--- src/rtl/pi_reg_pkg.sv ---
package pi_reg_pkg;

   // Anti-windup policy chosen at elaboration time
   typedef enum logic [0:0] {
      AW_COND = 1'b0,   // integrate only when the error pulls back toward the linear region
      AW_STOP = 1'b1    // integrate never while saturated
   } aw_mode_e;

endpackage

--- src/rtl/pi_sample_stage.sv ---
module pi_sample_stage #(
   parameter int DATA_W   = 16,
   parameter int GAIN_W   = 16,
   parameter int HW_LIMIT = 32767,
   localparam int ERR_W   = DATA_W + 1,
   localparam int LIM_W   = DATA_W - 1
) (
   input  logic                     clk_i,
   input  logic                     rst_i,
   input  logic                     sample_i,
   input  logic signed [DATA_W-1:0] cmd_i,
   input  logic signed [DATA_W-1:0] meas_i,
   input  logic signed [DATA_W-1:0] ff_i,
   input  logic [GAIN_W-1:0]        kp_i,
   input  logic [GAIN_W-1:0]        ki_i,
   input  logic [LIM_W-1:0]         clamp_lim_i,
   input  logic                     freeze_i,
   output logic                     s1_vld_o,
   output logic signed [ERR_W-1:0]  err_o,
   output logic signed [DATA_W-1:0] ff_o,
   output logic [GAIN_W-1:0]        kp_o,
   output logic [GAIN_W-1:0]        ki_o,
   output logic [LIM_W-1:0]         lim_o,
   output logic                     frz_o
);

   localparam logic [LIM_W-1:0] HW_LIM_V = LIM_W'(HW_LIMIT);

   logic signed [ERR_W-1:0] err_d;
   logic [LIM_W-1:0]        lim_d;

   always_comb begin
      err_d = ERR_W'(cmd_i) - ERR_W'(meas_i);
      lim_d = (clamp_lim_i < HW_LIM_V) ? clamp_lim_i : HW_LIM_V;
   end

   always_ff @(posedge clk_i) begin
      if (rst_i) begin
         s1_vld_o <= 1'b0;
         err_o    <= '0;
         ff_o     <= '0;
         kp_o     <= '0;
         ki_o     <= '0;
         lim_o    <= '0;
         frz_o    <= 1'b0;
      end else begin
         s1_vld_o <= sample_i;
         if (sample_i) begin
            err_o <= err_d;
            ff_o  <= ff_i;
            kp_o  <= kp_i;
            ki_o  <= ki_i;
            lim_o <= lim_d;
            frz_o <= freeze_i;
         end
      end
   end

   AST_LIM_NOT_ABOVE_HW: assert property (@(posedge clk_i) disable iff (rst_i)
      s1_vld_o |-> (lim_o <= HW_LIM_V));

   AST_HOLD_WITHOUT_TICK: assert property (@(posedge clk_i) disable iff (rst_i)
      !sample_i |=> ($stable(err_o) && $stable(lim_o) && $stable(frz_o)));

endmodule

--- src/rtl/pi_integrator.sv ---
module pi_integrator
   import pi_reg_pkg::*;
#(
   parameter int       ERR_W   = 17,
   parameter int       GAIN_W  = 16,
   parameter int       ACC_W   = 32,
   parameter aw_mode_e AW_MODE = AW_COND,
   localparam int      PROD_W  = ERR_W + GAIN_W + 1,
   localparam int      SUMI_W  = ((PROD_W > ACC_W) ? PROD_W : ACC_W) + 1
) (
   input  logic                    clk_i,
   input  logic                    rst_i,
   input  logic                    upd_i,
   input  logic signed [ERR_W-1:0] err_i,
   input  logic [GAIN_W-1:0]       ki_i,
   input  logic                    frz_i,
   input  logic                    over_hi_i,
   input  logic                    over_lo_i,
   output logic signed [ACC_W-1:0] acc_o
);

   logic signed [GAIN_W:0]    ki_s;
   logic signed [PROD_W-1:0]  inc;
   logic signed [SUMI_W-1:0]  nxt_raw;
   logic signed [ACC_W-1:0]   nxt_sat;
   logic                      fits;
   logic                      err_pos;
   logic                      err_neg;
   logic                      blk;
   logic                      hold;

   always_comb begin
      ki_s    = $signed({1'b0, ki_i});
      inc     = PROD_W'(ki_s) * PROD_W'(err_i);
      nxt_raw = SUMI_W'(acc_o) + SUMI_W'(inc);
      // value fits when all bits above the target sign bit agree with it
      fits    = (nxt_raw[SUMI_W-1:ACC_W-1] == '0) || (nxt_raw[SUMI_W-1:ACC_W-1] == '1);
      if (fits)
         nxt_sat = nxt_raw[ACC_W-1:0];
      else if (nxt_raw[SUMI_W-1])
         nxt_sat = {1'b1, {(ACC_W-1){1'b0}}};
      else
         nxt_sat = {1'b0, {(ACC_W-1){1'b1}}};
      err_neg = err_i[ERR_W-1];
      err_pos = !err_i[ERR_W-1] && (err_i != '0);
   end

   generate
      if (AW_MODE == AW_COND) begin : g_aw_cond
         assign blk = (over_hi_i && err_pos) || (over_lo_i && err_neg);

         AST_RELEASE_HI: assert property (@(posedge clk_i) disable iff (rst_i)
            (upd_i && !frz_i && over_hi_i && err_neg && !$isunknown(ki_i) && ki_i != '0)
               |=> (acc_o < $past(acc_o) || acc_o == {1'b1, {(ACC_W-1){1'b0}}}));
      end else begin : g_aw_stop
         assign blk = over_hi_i || over_lo_i;

         AST_STOP_WHEN_SAT: assert property (@(posedge clk_i) disable iff (rst_i)
            (upd_i && (over_hi_i || over_lo_i)) |=> $stable(acc_o));
      end
   endgenerate

   assign hold = frz_i || blk;

   always_ff @(posedge clk_i) begin
      if (rst_i)
         acc_o <= '0;
      else if (upd_i && !hold)
         acc_o <= nxt_sat;
   end

   AST_FREEZE_HOLD: assert property (@(posedge clk_i) disable iff (rst_i)
      (upd_i && frz_i) |=> $stable(acc_o));

   AST_NO_WINDUP_HI: assert property (@(posedge clk_i) disable iff (rst_i)
      (upd_i && over_hi_i && err_pos) |=> $stable(acc_o));

   AST_NO_WINDUP_LO: assert property (@(posedge clk_i) disable iff (rst_i)
      (upd_i && over_lo_i && err_neg) |=> $stable(acc_o));

   AST_NO_WRAP_UP: assert property (@(posedge clk_i) disable iff (rst_i)
      (upd_i && !inc[PROD_W-1]) |=> (acc_o >= $past(acc_o)));

   AST_NO_WRAP_DOWN: assert property (@(posedge clk_i) disable iff (rst_i)
      (upd_i && inc[PROD_W-1]) |=> (acc_o <= $past(acc_o)));

   AST_IDLE_STABLE: assert property (@(posedge clk_i) disable iff (rst_i)
      !upd_i |=> $stable(acc_o));

endmodule

--- src/rtl/pi_output_stage.sv ---
module pi_output_stage #(
   parameter int  DATA_W = 16,
   parameter int  GAIN_W = 16,
   parameter int  FRAC_W = 8,
   parameter int  ACC_W  = 32,
   localparam int ERR_W  = DATA_W + 1,
   localparam int LIM_W  = DATA_W - 1,
   localparam int PROD_W = ERR_W + GAIN_W + 1,
   localparam int SUM_W  = ((PROD_W > ACC_W) ? PROD_W : ACC_W) + 2
) (
   input  logic                     clk_i,
   input  logic                     rst_i,
   input  logic                     upd_i,
   input  logic signed [ERR_W-1:0]  err_i,
   input  logic [GAIN_W-1:0]        kp_i,
   input  logic signed [DATA_W-1:0] ff_i,
   input  logic [LIM_W-1:0]         lim_i,
   input  logic signed [ACC_W-1:0]  acc_i,
   output logic                     over_hi_o,
   output logic                     over_lo_o,
   output logic signed [DATA_W-1:0] drive_o,
   output logic                     sat_o,
   output logic                     valid_o
);

   logic signed [GAIN_W:0]   kp_s;
   logic signed [PROD_W-1:0] p_prod;
   logic signed [PROD_W-1:0] p_term;
   logic signed [ACC_W-1:0]  i_term;
   logic signed [SUM_W-1:0]  sum;
   logic signed [SUM_W-1:0]  lim_pos;
   logic signed [SUM_W-1:0]  lim_neg;
   logic signed [SUM_W-1:0]  clamped;

   always_comb begin
      kp_s    = $signed({1'b0, kp_i});
      p_prod  = PROD_W'(kp_s) * PROD_W'(err_i);
      p_term  = p_prod >>> FRAC_W;
      i_term  = acc_i >>> FRAC_W;
      sum     = SUM_W'(ff_i) + SUM_W'(p_term) + SUM_W'(i_term);
      lim_pos = SUM_W'($signed({1'b0, lim_i}));
      lim_neg = -lim_pos;
      over_hi_o = (sum > lim_pos);
      over_lo_o = (sum < lim_neg);
      if (over_hi_o)
         clamped = lim_pos;
      else if (over_lo_o)
         clamped = lim_neg;
      else
         clamped = sum;
   end

   always_ff @(posedge clk_i) begin
      if (rst_i) begin
         drive_o <= '0;
         sat_o   <= 1'b0;
         valid_o <= 1'b0;
      end else begin
         valid_o <= upd_i;
         if (upd_i) begin
            drive_o <= clamped[DATA_W-1:0];
            sat_o   <= over_hi_o || over_lo_o;
         end
      end
   end

   AST_DRIVE_IN_LIMIT: assert property (@(posedge clk_i) disable iff (rst_i)
      valid_o |-> ((SUM_W'(drive_o) <= SUM_W'($signed({1'b0, $past(lim_i)}))) &&
                   (SUM_W'(drive_o) >= -SUM_W'($signed({1'b0, $past(lim_i)})))));

   AST_SAT_AT_RAIL: assert property (@(posedge clk_i) disable iff (rst_i)
      (valid_o && sat_o) |-> ((SUM_W'(drive_o) == SUM_W'($signed({1'b0, $past(lim_i)}))) ||
                              (SUM_W'(drive_o) == -SUM_W'($signed({1'b0, $past(lim_i)})))));

   AST_DRIVE_HOLD: assert property (@(posedge clk_i) disable iff (rst_i)
      !upd_i |=> ($stable(drive_o) && $stable(sat_o)));

endmodule

--- src/rtl/pi_current_reg.sv ---
module pi_current_reg
   import pi_reg_pkg::*;
#(
   parameter int       DATA_W   = 16,
   parameter int       GAIN_W   = 16,
   parameter int       FRAC_W   = 8,
   parameter int       ACC_W    = 32,
   parameter int       HW_LIMIT = 32767,
   parameter aw_mode_e AW_MODE  = AW_COND,
   localparam int      ERR_W    = DATA_W + 1,
   localparam int      LIM_W    = DATA_W - 1
) (
   input  logic                     clk_i,
   input  logic                     rst_i,
   input  logic                     sample_i,
   input  logic signed [DATA_W-1:0] cmd_i,
   input  logic signed [DATA_W-1:0] meas_i,
   input  logic signed [DATA_W-1:0] ff_i,
   input  logic [GAIN_W-1:0]        kp_i,
   input  logic [GAIN_W-1:0]        ki_i,
   input  logic [LIM_W-1:0]         clamp_lim_i,
   input  logic                     freeze_i,
   output logic signed [DATA_W-1:0] drive_o,
   output logic                     sat_o,
   output logic                     valid_o
);

   // elaboration-time parameter checks
   initial begin
      AST_CFG_DATA_W: assert (DATA_W >= 4 && DATA_W <= 32)
         else $error("DATA_W out of range");
      AST_CFG_HW_LIMIT: assert (HW_LIMIT >= 1 && HW_LIMIT <= (2 ** (DATA_W - 1)) - 1)
         else $error("HW_LIMIT must fit the signed drive range");
      AST_CFG_FRAC_W: assert (FRAC_W >= 0 && FRAC_W < GAIN_W)
         else $error("FRAC_W must be below GAIN_W");
      AST_CFG_ACC_W: assert (ACC_W > FRAC_W + DATA_W && ACC_W <= 62)
         else $error("ACC_W must hold the drive range above the fraction");
   end

   logic                     s1_vld;
   logic signed [ERR_W-1:0]  s1_err;
   logic signed [DATA_W-1:0] s1_ff;
   logic [GAIN_W-1:0]        s1_kp;
   logic [GAIN_W-1:0]        s1_ki;
   logic [LIM_W-1:0]         s1_lim;
   logic                     s1_frz;
   logic signed [ACC_W-1:0]  acc;
   logic                     over_hi;
   logic                     over_lo;

   pi_sample_stage #(
      .DATA_W   (DATA_W),
      .GAIN_W   (GAIN_W),
      .HW_LIMIT (HW_LIMIT)
   ) u_sample (
      .clk_i       (clk_i),
      .rst_i       (rst_i),
      .sample_i    (sample_i),
      .cmd_i       (cmd_i),
      .meas_i      (meas_i),
      .ff_i        (ff_i),
      .kp_i        (kp_i),
      .ki_i        (ki_i),
      .clamp_lim_i (clamp_lim_i),
      .freeze_i    (freeze_i),
      .s1_vld_o    (s1_vld),
      .err_o       (s1_err),
      .ff_o        (s1_ff),
      .kp_o        (s1_kp),
      .ki_o        (s1_ki),
      .lim_o       (s1_lim),
      .frz_o       (s1_frz)
   );

   pi_integrator #(
      .ERR_W   (ERR_W),
      .GAIN_W  (GAIN_W),
      .ACC_W   (ACC_W),
      .AW_MODE (AW_MODE)
   ) u_integ (
      .clk_i     (clk_i),
      .rst_i     (rst_i),
      .upd_i     (s1_vld),
      .err_i     (s1_err),
      .ki_i      (s1_ki),
      .frz_i     (s1_frz),
      .over_hi_i (over_hi),
      .over_lo_i (over_lo),
      .acc_o     (acc)
   );

   pi_output_stage #(
      .DATA_W (DATA_W),
      .GAIN_W (GAIN_W),
      .FRAC_W (FRAC_W),
      .ACC_W  (ACC_W)
   ) u_out (
      .clk_i     (clk_i),
      .rst_i     (rst_i),
      .upd_i     (s1_vld),
      .err_i     (s1_err),
      .kp_i      (s1_kp),
      .ff_i      (s1_ff),
      .lim_i     (s1_lim),
      .acc_i     (acc),
      .over_hi_o (over_hi),
      .over_lo_o (over_lo),
      .drive_o   (drive_o),
      .sat_o     (sat_o),
      .valid_o   (valid_o)
   );

   AST_VALID_TWO_CLK: assert property (@(posedge clk_i) disable iff (rst_i)
      sample_i |-> ##2 valid_o);

   AST_VALID_ONLY_FROM_TICK: assert property (@(posedge clk_i) disable iff (rst_i)
      valid_o |-> $past(sample_i, 2));

endmodule

--- config.mk ---
export PLATFORM = sky130hd
export DESIGN_NAME = pi_current_reg
export DESIGN_NICKNAME = d
export VERILOG_FILES = /design/src/rtl/pi_reg_pkg.sv /design/src/rtl/pi_sample_stage.sv /design/src/rtl/pi_integrator.sv /design/src/rtl/pi_output_stage.sv /design/src/rtl/pi_current_reg.sv
export SDC_FILE = /design/constraint.sdc
export NUM_CORES = 2
export LEC_CHECK = 0
export ABC_AREA = 1
export ABC_CLOCK_PERIOD_IN_PS = 15900
export BUFFER_PORTS_ARGS = -buffer_cell sky130_fd_sc_hd__buf_2
export CORE_MARGIN = 5
export CORE_UTILIZATION = 40
export DETAILED_ROUTE_END_ITERATION = 6
export MAX_ROUTING_LAYER = met4
export PLACE_DENSITY_LB_ADDON = 0.05
export SYNTH_ARGS = -nofsm -noshare
export SYNTH_HDL_FRONTEND = slang
export SYNTH_SLANG_ARGS = --single-unit
--- constraint.sdc ---
create_clock -name clk_i -period 15.9 [get_ports clk_i]
set_clock_uncertainty 0.1 [all_clocks]
set_input_delay 1.59 -clock clk_i [delete_from_list [all_inputs] [get_ports clk_i]]
set_output_delay 1.59 -clock clk_i [all_outputs]
set_load 0.01 [all_outputs]
# == Word-level counts from Yosys, hierarchy flattened ==
# Index checks and enable logic that the tools add are counted.
# totals
register_bits,132
# classes
n_addsub,5
n_mul,2
magnitude_cmp,3
eq_ne,1
n_mux,5
reduce_logical,12
# ops
op,n
multiplier 17 x 17 -> 34 bit,2
2-to-1 mux 32 bit,2
< comparator 28 x 36 -> 1 bit,1
negator 15 -> 36 bit,1
adder 32 x 34 -> 35 bit,1
2-to-1 mux 16 bit,2
adder 27 x 24 -> 28 bit,1
greater-than comparator 28 x 16 -> 1 bit,1
adder 16 x 26 -> 27 bit,1
nonzero test 17 bit,1
subtractor 16 x 16 -> 17 bit,1
< comparator 15 bit (second input constant),1
2-to-1 mux 15 bit,1
equality test 4 bit (second input constant),1
logical AND 1 bit,4
logical NOT 4 bit,1
logical OR 1 bit,4
logical NOT 1 bit,2

# == Depth between registers and ports, before layout ==
# depth
depth_word,9
mapped_depth,57

# == Cells and area by module ==
# A second synthesis with hierarchy kept.
# hier_totals
cells_unflattened,4425
area_unflattened_um2,31691.6
# modules_own_cells
module,n_inst,cells_per_inst,area_each_um2,seq_area_each_um2
pi_output_stage,1,2082,14601.5,360.3
pi_integrator,1,1757,13123.8,640.6
pi_sample_stage,1,586,3966.3,1641.6

# == Least setup slack after synthesis ==
# Ideal clock, no wire load.
# synth_path
path_kind,reg-to-reg
start,reg u_sample.kp_o[7]
end,reg u_integ.acc_o[10]
setup_ps,113
arrival_time_ps,8560
t_required_ps,15687
path_slack_ps,7127
stages_incl_launch_ff,53
n_path_buf,3
period_less_slack_ps,8773
cell_sequence,dfxtp_1 -> clkbuf_1 -> clkbuf_1 -> nand2_1 -> fa_1 -> inv_1 -> fa_1 -> inv_1 -> fa_1 -> inv_1 -> fa_1 -> fa_1 -> inv_1 -> fa_1 -> inv_1 -> ha_1 -> nand2_1 -> nor2_1 -> (+17 left out) -> xor2_1 -> ha_1 -> nand2_1 -> inv_1 -> nand3_1 -> nor3_1 -> nand4_1 -> nand3_1 -> nand2_1 -> nor2_1 -> nand4_1 -> nand3_2 -> nand2_4 -> nand3_2 -> nand3_4 -> buf_4 -> nor2_1 -> nor2_1
# synth_via
elab_chain_len,9
word_cells_on_any_way,11
cone_classes,add/sub: 2; mul: 1; order compare: 2; reduce/logical: 6
# synth_lines
element,line,source
start: declaration,pi_sample_stage.sv:21,"output logic [GAIN_W-1:0] kp_o,"
start signal: assignment,pi_sample_stage.sv:51,kp_o <= kp_i;
multiplier 17 x 17 -> 34 bit *,pi_output_stage.sv:37,p_prod = PROD_W'(kp_s) * PROD_W'(err_i);
adder 16 x 26 -> 27 bit *,pi_output_stage.sv:40,sum = SUM_W'(ff_i) + SUM_W'(p_term) + SUM_W'(i_term);
adder 27 x 24 -> 28 bit *,pi_output_stage.sv:40,
< comparator 28 x 36 -> 1 bit / greater-than comparator 28 x 16 -> 1 bit (equally long branches),"pi_output_stage.sv:44, pi_output_stage.sv:43",
logical AND 1 bit,pi_integrator.sv:50,assign blk = (over_hi_i && err_pos) || (over_lo_i && err_neg);
logical OR 1 bit *,pi_integrator.sv:50,
logical OR 1 bit *,pi_integrator.sv:63,assign hold = frz_i || blk;
logical NOT 1 bit *,pi_integrator.sv:68,else if (upd_i && !hold)
logical AND 1 bit *,pi_integrator.sv:68,
end signal: assignment,pi_integrator.sv:69,acc_o <= nxt_sat;
end: declaration,pi_integrator.sv:19,output logic signed [ACC_W-1:0] acc_o
# Every way passes the cells marked *; elsewhere a longest branch is shown, timed or not.
# A chain may end at the register's enable or synchronous reset.

# == Final worst setup path ==
# layout_path
start,reg u_sample.err_o[16]
end,reg u_integ.acc_o[12]
# layout_via
elab_chain_len,9
word_cells_on_any_way,21
cone_classes,add/sub: 3; mul: 2; order compare: 2; eq/ne: 1; mux: 2; reduce/logical: 11
# layout_lines
element,line,source
start: declaration,pi_sample_stage.sv:19,"output logic signed [ERR_W-1:0] err_o,"
start signal: assignment,pi_sample_stage.sv:49,err_o <= err_d;
multiplier 17 x 17 -> 34 bit,pi_output_stage.sv:37,
adder 16 x 26 -> 27 bit,pi_output_stage.sv:40,
adder 27 x 24 -> 28 bit,pi_output_stage.sv:40,
< comparator 28 x 36 -> 1 bit / greater-than comparator 28 x 16 -> 1 bit (equally long branches),"pi_output_stage.sv:44, pi_output_stage.sv:43",
logical AND 1 bit,pi_integrator.sv:50,
logical OR 1 bit,pi_integrator.sv:50,
logical OR 1 bit,pi_integrator.sv:63,
logical NOT 1 bit,pi_integrator.sv:68,
logical AND 1 bit,pi_integrator.sv:68,
# Parallel ways exist; a longest one is shown, timed or not.

==> flow_metrics.env <==
export IMPL_status="complete, no violations"
export IMPL_layout_nets=5016
export IMPL_reg2reg_setup_slack_ps=4960
export IMPL_leakage_nw=19.5
export IMPL_synth_area_mux_share_pct=0
export IMPL_final_cell_area_um2=31800
export IMPL_io_buffers=116
export IMPL_wl_per_cell_um=18.1
export IMPL_max_vdd_ir_drop_uv=89.0
export IMPL_slew_headroom_pct=15.6
export IMPL_cts_tree="built"
export IMPL_ys_top_cells_by_area="fa_1 (32%), ha_1 (14%), inv_1 (14%)"
export IMPL_antenna_found_initial=2
export IMPL_end_kind="flip-flop"
export IMPL_critical_path_max_fanout=63
export IMPL_vias=24300
export IMPL_synth_top_family_by_area="adder cells"
export IMPL_power_density_nw_per_um2=122
export IMPL_seq_area_frac_synth_pct=8.84
export IMPL_pin_count=117
export IMPL_post_cts_buffers=0
export IMPL_dpl_hpwl_um=72900
export IMPL_rsz0062_at_grt="false"
export IMPL_track_usage_pct=24.2
export IMPL_final_util_pct=42.8
export IMPL_r2r_start="u_sample.err_o[16]"
export IMPL_cts_buffer_depth=2
export IMPL_cts_resized=0
export IMPL_preCtsSetupSlack_ps=5030
export IMPL_r2r_end="u_integ.acc_o[12]"
export IMPL_synth_compound_area_share_pct=6.65
export IMPL_clock_root_buffer="clkbuf_16"
export IMPL_die_h_um=283
export IMPL_rows=100
export IMPL_swShare_pct=56.6
export IMPL_drive_gt1_share_pct=5.66
export IMPL_criticalPathCategory="flip-flop to flip-flop"
export IMPL_ys_types=49
export IMPL_post_dp_cell_area_um2=31300
export IMPL_power_frac_seq_pct=10.8
export IMPL_clk_latency_ps=480
export IMPL_synthesis_nets=5027
export IMPL_drt_wl_total_um=91900
export IMPL_worstHoldStart="u_out.drive_o[15]"
export IMPL_fin_setup_tns_ps=0
export IMPL_synth_edf_count=0
export IMPL_async_flop_share_pct=0
export IMPL_hold_viol_final=0
export IMPL_synth_fa_ha_area_share_pct=46.1
export IMPL_cap_violations=0
export IMPL_min_period_over_period_pct=68.8
export IMPL_core_area_um2=74300
export IMPL_worstMarginPinSlew_ps=1270
export IMPL_fmax_mhz=91.4
export IMPL_min_period_ps=10940
export IMPL_drt_iter0_markers=1598
export IMPL_synth_area_um2=29900
export IMPL_final_antenna_net_count=0
export IMPL_critPathLaunchType="flip-flop"
export IMPL_worstSetupEndpoint="u_integ.acc_o[12]"
export IMPL_area_growth_syn_to_layout_pct=6.51
export IMPL_path_clk_slew_ps=60
export IMPL_crit_slowest_cell="inv_1"
export IMPL_grt_first_pass_wirelength_um=149000
export IMPL_startpoint="u_sample.err_o[16]"
export IMPL_yosysWarnings=0
export IMPL_critPathMaxStageDelay_ps=730
export IMPL_hold_buffers=0
export IMPL_numCtsBuffers=17
export IMPL_start_util_pct=40.2
export IMPL_p_comb_share_pct=78.2
export IMPL_p_clk_share_pct=11.0
export IMPL_cts_num_sinks=132
export IMPL_avgSynthCellArea_um2=7.27
export IMPL_maxSlewViolCount=0
export IMPL_setup_viol=0
export IMPL_synth_area_leader_cell="fa_1"
export IMPL_antenna_cells=0
export IMPL_yosys_area_share_simple_pct=19.3
export IMPL_cts_max_level=4
export IMPL_grt_max_degree=92
export IMPL_fillers=7886
export IMPL_place_congestion=0.869
export IMPL_required_ps=16160
export IMPL_synth_top_cell_area_share_pct=32.1
export IMPL_grt_pass1_vias=25500
export IMPL_p_int_mw=1.68
export IMPL_rr_worst_depth=41
export IMPL_synthXorXnorAreaFrac_pct=2.84
export IMPL_min_path_type="flip-flop to flip-flop"
export IMPL_cp_arrival_ps=11200
export IMPL_p_sw_mw=2.20
export IMPL_grt_overflow=0
export IMPL_die_x_um=283
export IMPL_vias_per_cell=4.78
export IMPL_drc=0
export IMPL_fin_ws_ps=4960
export IMPL_design_die_area_um2=80300
export IMPL_first_pass_iters=6
export IMPL_synth_cells=4113
export IMPL_synth_seq_cells=132
export IMPL_synth_ff_type="dfxtp_1"
[through the flow]
stage | total power, mW | cells | hold WS (ps)
2_1_floorplan | 2.60 | 4113 | 363
3_3_place_gp | 3.48 | 5052 | 351
3_5_place_dp | 3.44 | 5052 | 364
4_1_cts | 3.91 | 5083 | 378
5_1_grt | 4.36 | 5083 | 406
6_report | 3.88 | 5083 | 378
[worst max-delay path: cells and delay by family, from the launching register on]
kind / cells / cell delay (ps)
XOR/XNOR: 2 / 580
adder cells (fa/ha/maj): 10 / 4450
flip-flops: 1 / 690
AO/OA/AOI/OAI: 4 / 830
buffers and inverters: 7 / 1440
AND/OR/NAND/NOR: 18 / 2640
[cell usage after synthesis, types with 2 or more instances]
master and count:
nand2_1 962, a21boi_0 5, clkinv_1 5, nor3_4 2, nand4_1 22, o21ai_0 132
clkbuf_1 168, nor3b_1 3, a221oi_1 4, nor4_1 5, a31o_2 2, nor2_1 281
nand3_1 95, nor3_1 20, dfxtp_1 132, and2_1 3, buf_2 10, inv_2 3
o221ai_1 2, fa_1 479, a21o_1 7, o21a_1 6, a211oi_1 17, o31ai_1 5
or2_2 23, ha_1 336, o211ai_1 4, nand3_2 7, o21bai_1 7, nor2_2 2
a31oi_1 10, buf_4 4, inv_1 1087, a21oi_1 144, buf_6 3, a21boi_1 2
xnor2_1 33, o21ai_1 6, o2111ai_1 2, xor2_1 64
[flip-flops by register name (all words and copies together), names as in the netlist]
signal and flops:
u_sample.ki_o 16, u_sample.err_o 17, u_sample.lim_o 15, u_sample.kp_o 16, u_sample.ff_o 16, u_out.sat_o 1
u_out.drive_o 16, u_sample.s1_vld_o 1, u_out.valid_o 1, u_integ.acc_o 32, u_sample.frz_o 1
[power by group through the flow]
stage,combinational [mW],clock (mW),sequential [mW]
CTS,3.05,0.441,0.420
global placement,3.05,0,0.427
global route,3.49,0.452,0.423
floorplan,2.21,0,0.387
detailed placement,3.01,0,0.427
finish,3.04,0.428,0.419
[kinds of logic (layout without fill, tap and decap cells)]
group | count (synthesis) | in the layout
and+or+nand+nor | 1431 | 1431
buffers and inverters | 1280 | 1281
adders and majority gates | 815 | 815
AOI/OAI and AO/OA | 358 | 358
DFF | 132 | 132
xor gates and xnor gates | 97 | 97
[layout by cell type, fill, tap and decap left out, types with 10 or more instances in the layout]
cell type	count
ha_1	336
or2_2	23
nand2_1	962
inv_1	1086
a31oi_1	10
xnor2_1	33
buf_4	39
nand4_1	22
a21oi_1	144
nor2_1	281
fa_1	479
nand3_1	95
nor3_1	20
xor2_1	64
dfxtp_1	132
o21ai_0	132
a211oi_1	17
buf_2	116
clkbuf_16	17
[worst min path at each step]
| stage | cells after the start | endpoint | slack [ps] |
|---|---|---|---|
| 2_1_floorplan | 2 | u_sample.frz_o | 360 |
| 3_3_place_gp | 2 | u_out.drive_o[15] | 350 |
| 3_5_place_dp | 2 | u_out.drive_o[15] | 360 |
| 4_1_cts | 2 | u_out.drive_o[15] | 380 |
| 5_1_grt | 2 | u_out.drive_o[0] | 410 |
| 6_report | 2 | u_out.drive_o[15] | 380 |
[cell type report]
type | instances | area (um2) | share of cell area (%)
Multi-Input combinational cell | 2701 | 22400 | 70.4
Inverter | 1095 | 4110 | 12.9
Sequential cell | 132 | 2640 | 8.30
Tap cell | 969 | 1210 | 3.81
Timing Repair Buffer | 155 | 873 | 2.74
Clock buffer | 18 | 439 | 1.38
Clock inverter | 13 | 149 | 0.468
[routing by layer]
layer,part of all wire [%],up-vias,global-route usage (%)
met5,0,-,-
li1,-,12000,-
met1,50,11700,34.7
met4,0.70,0,2.82
met3,4.4,38,3.34
met2,45,495,38.0
Power figures use the tool's default switching activity.
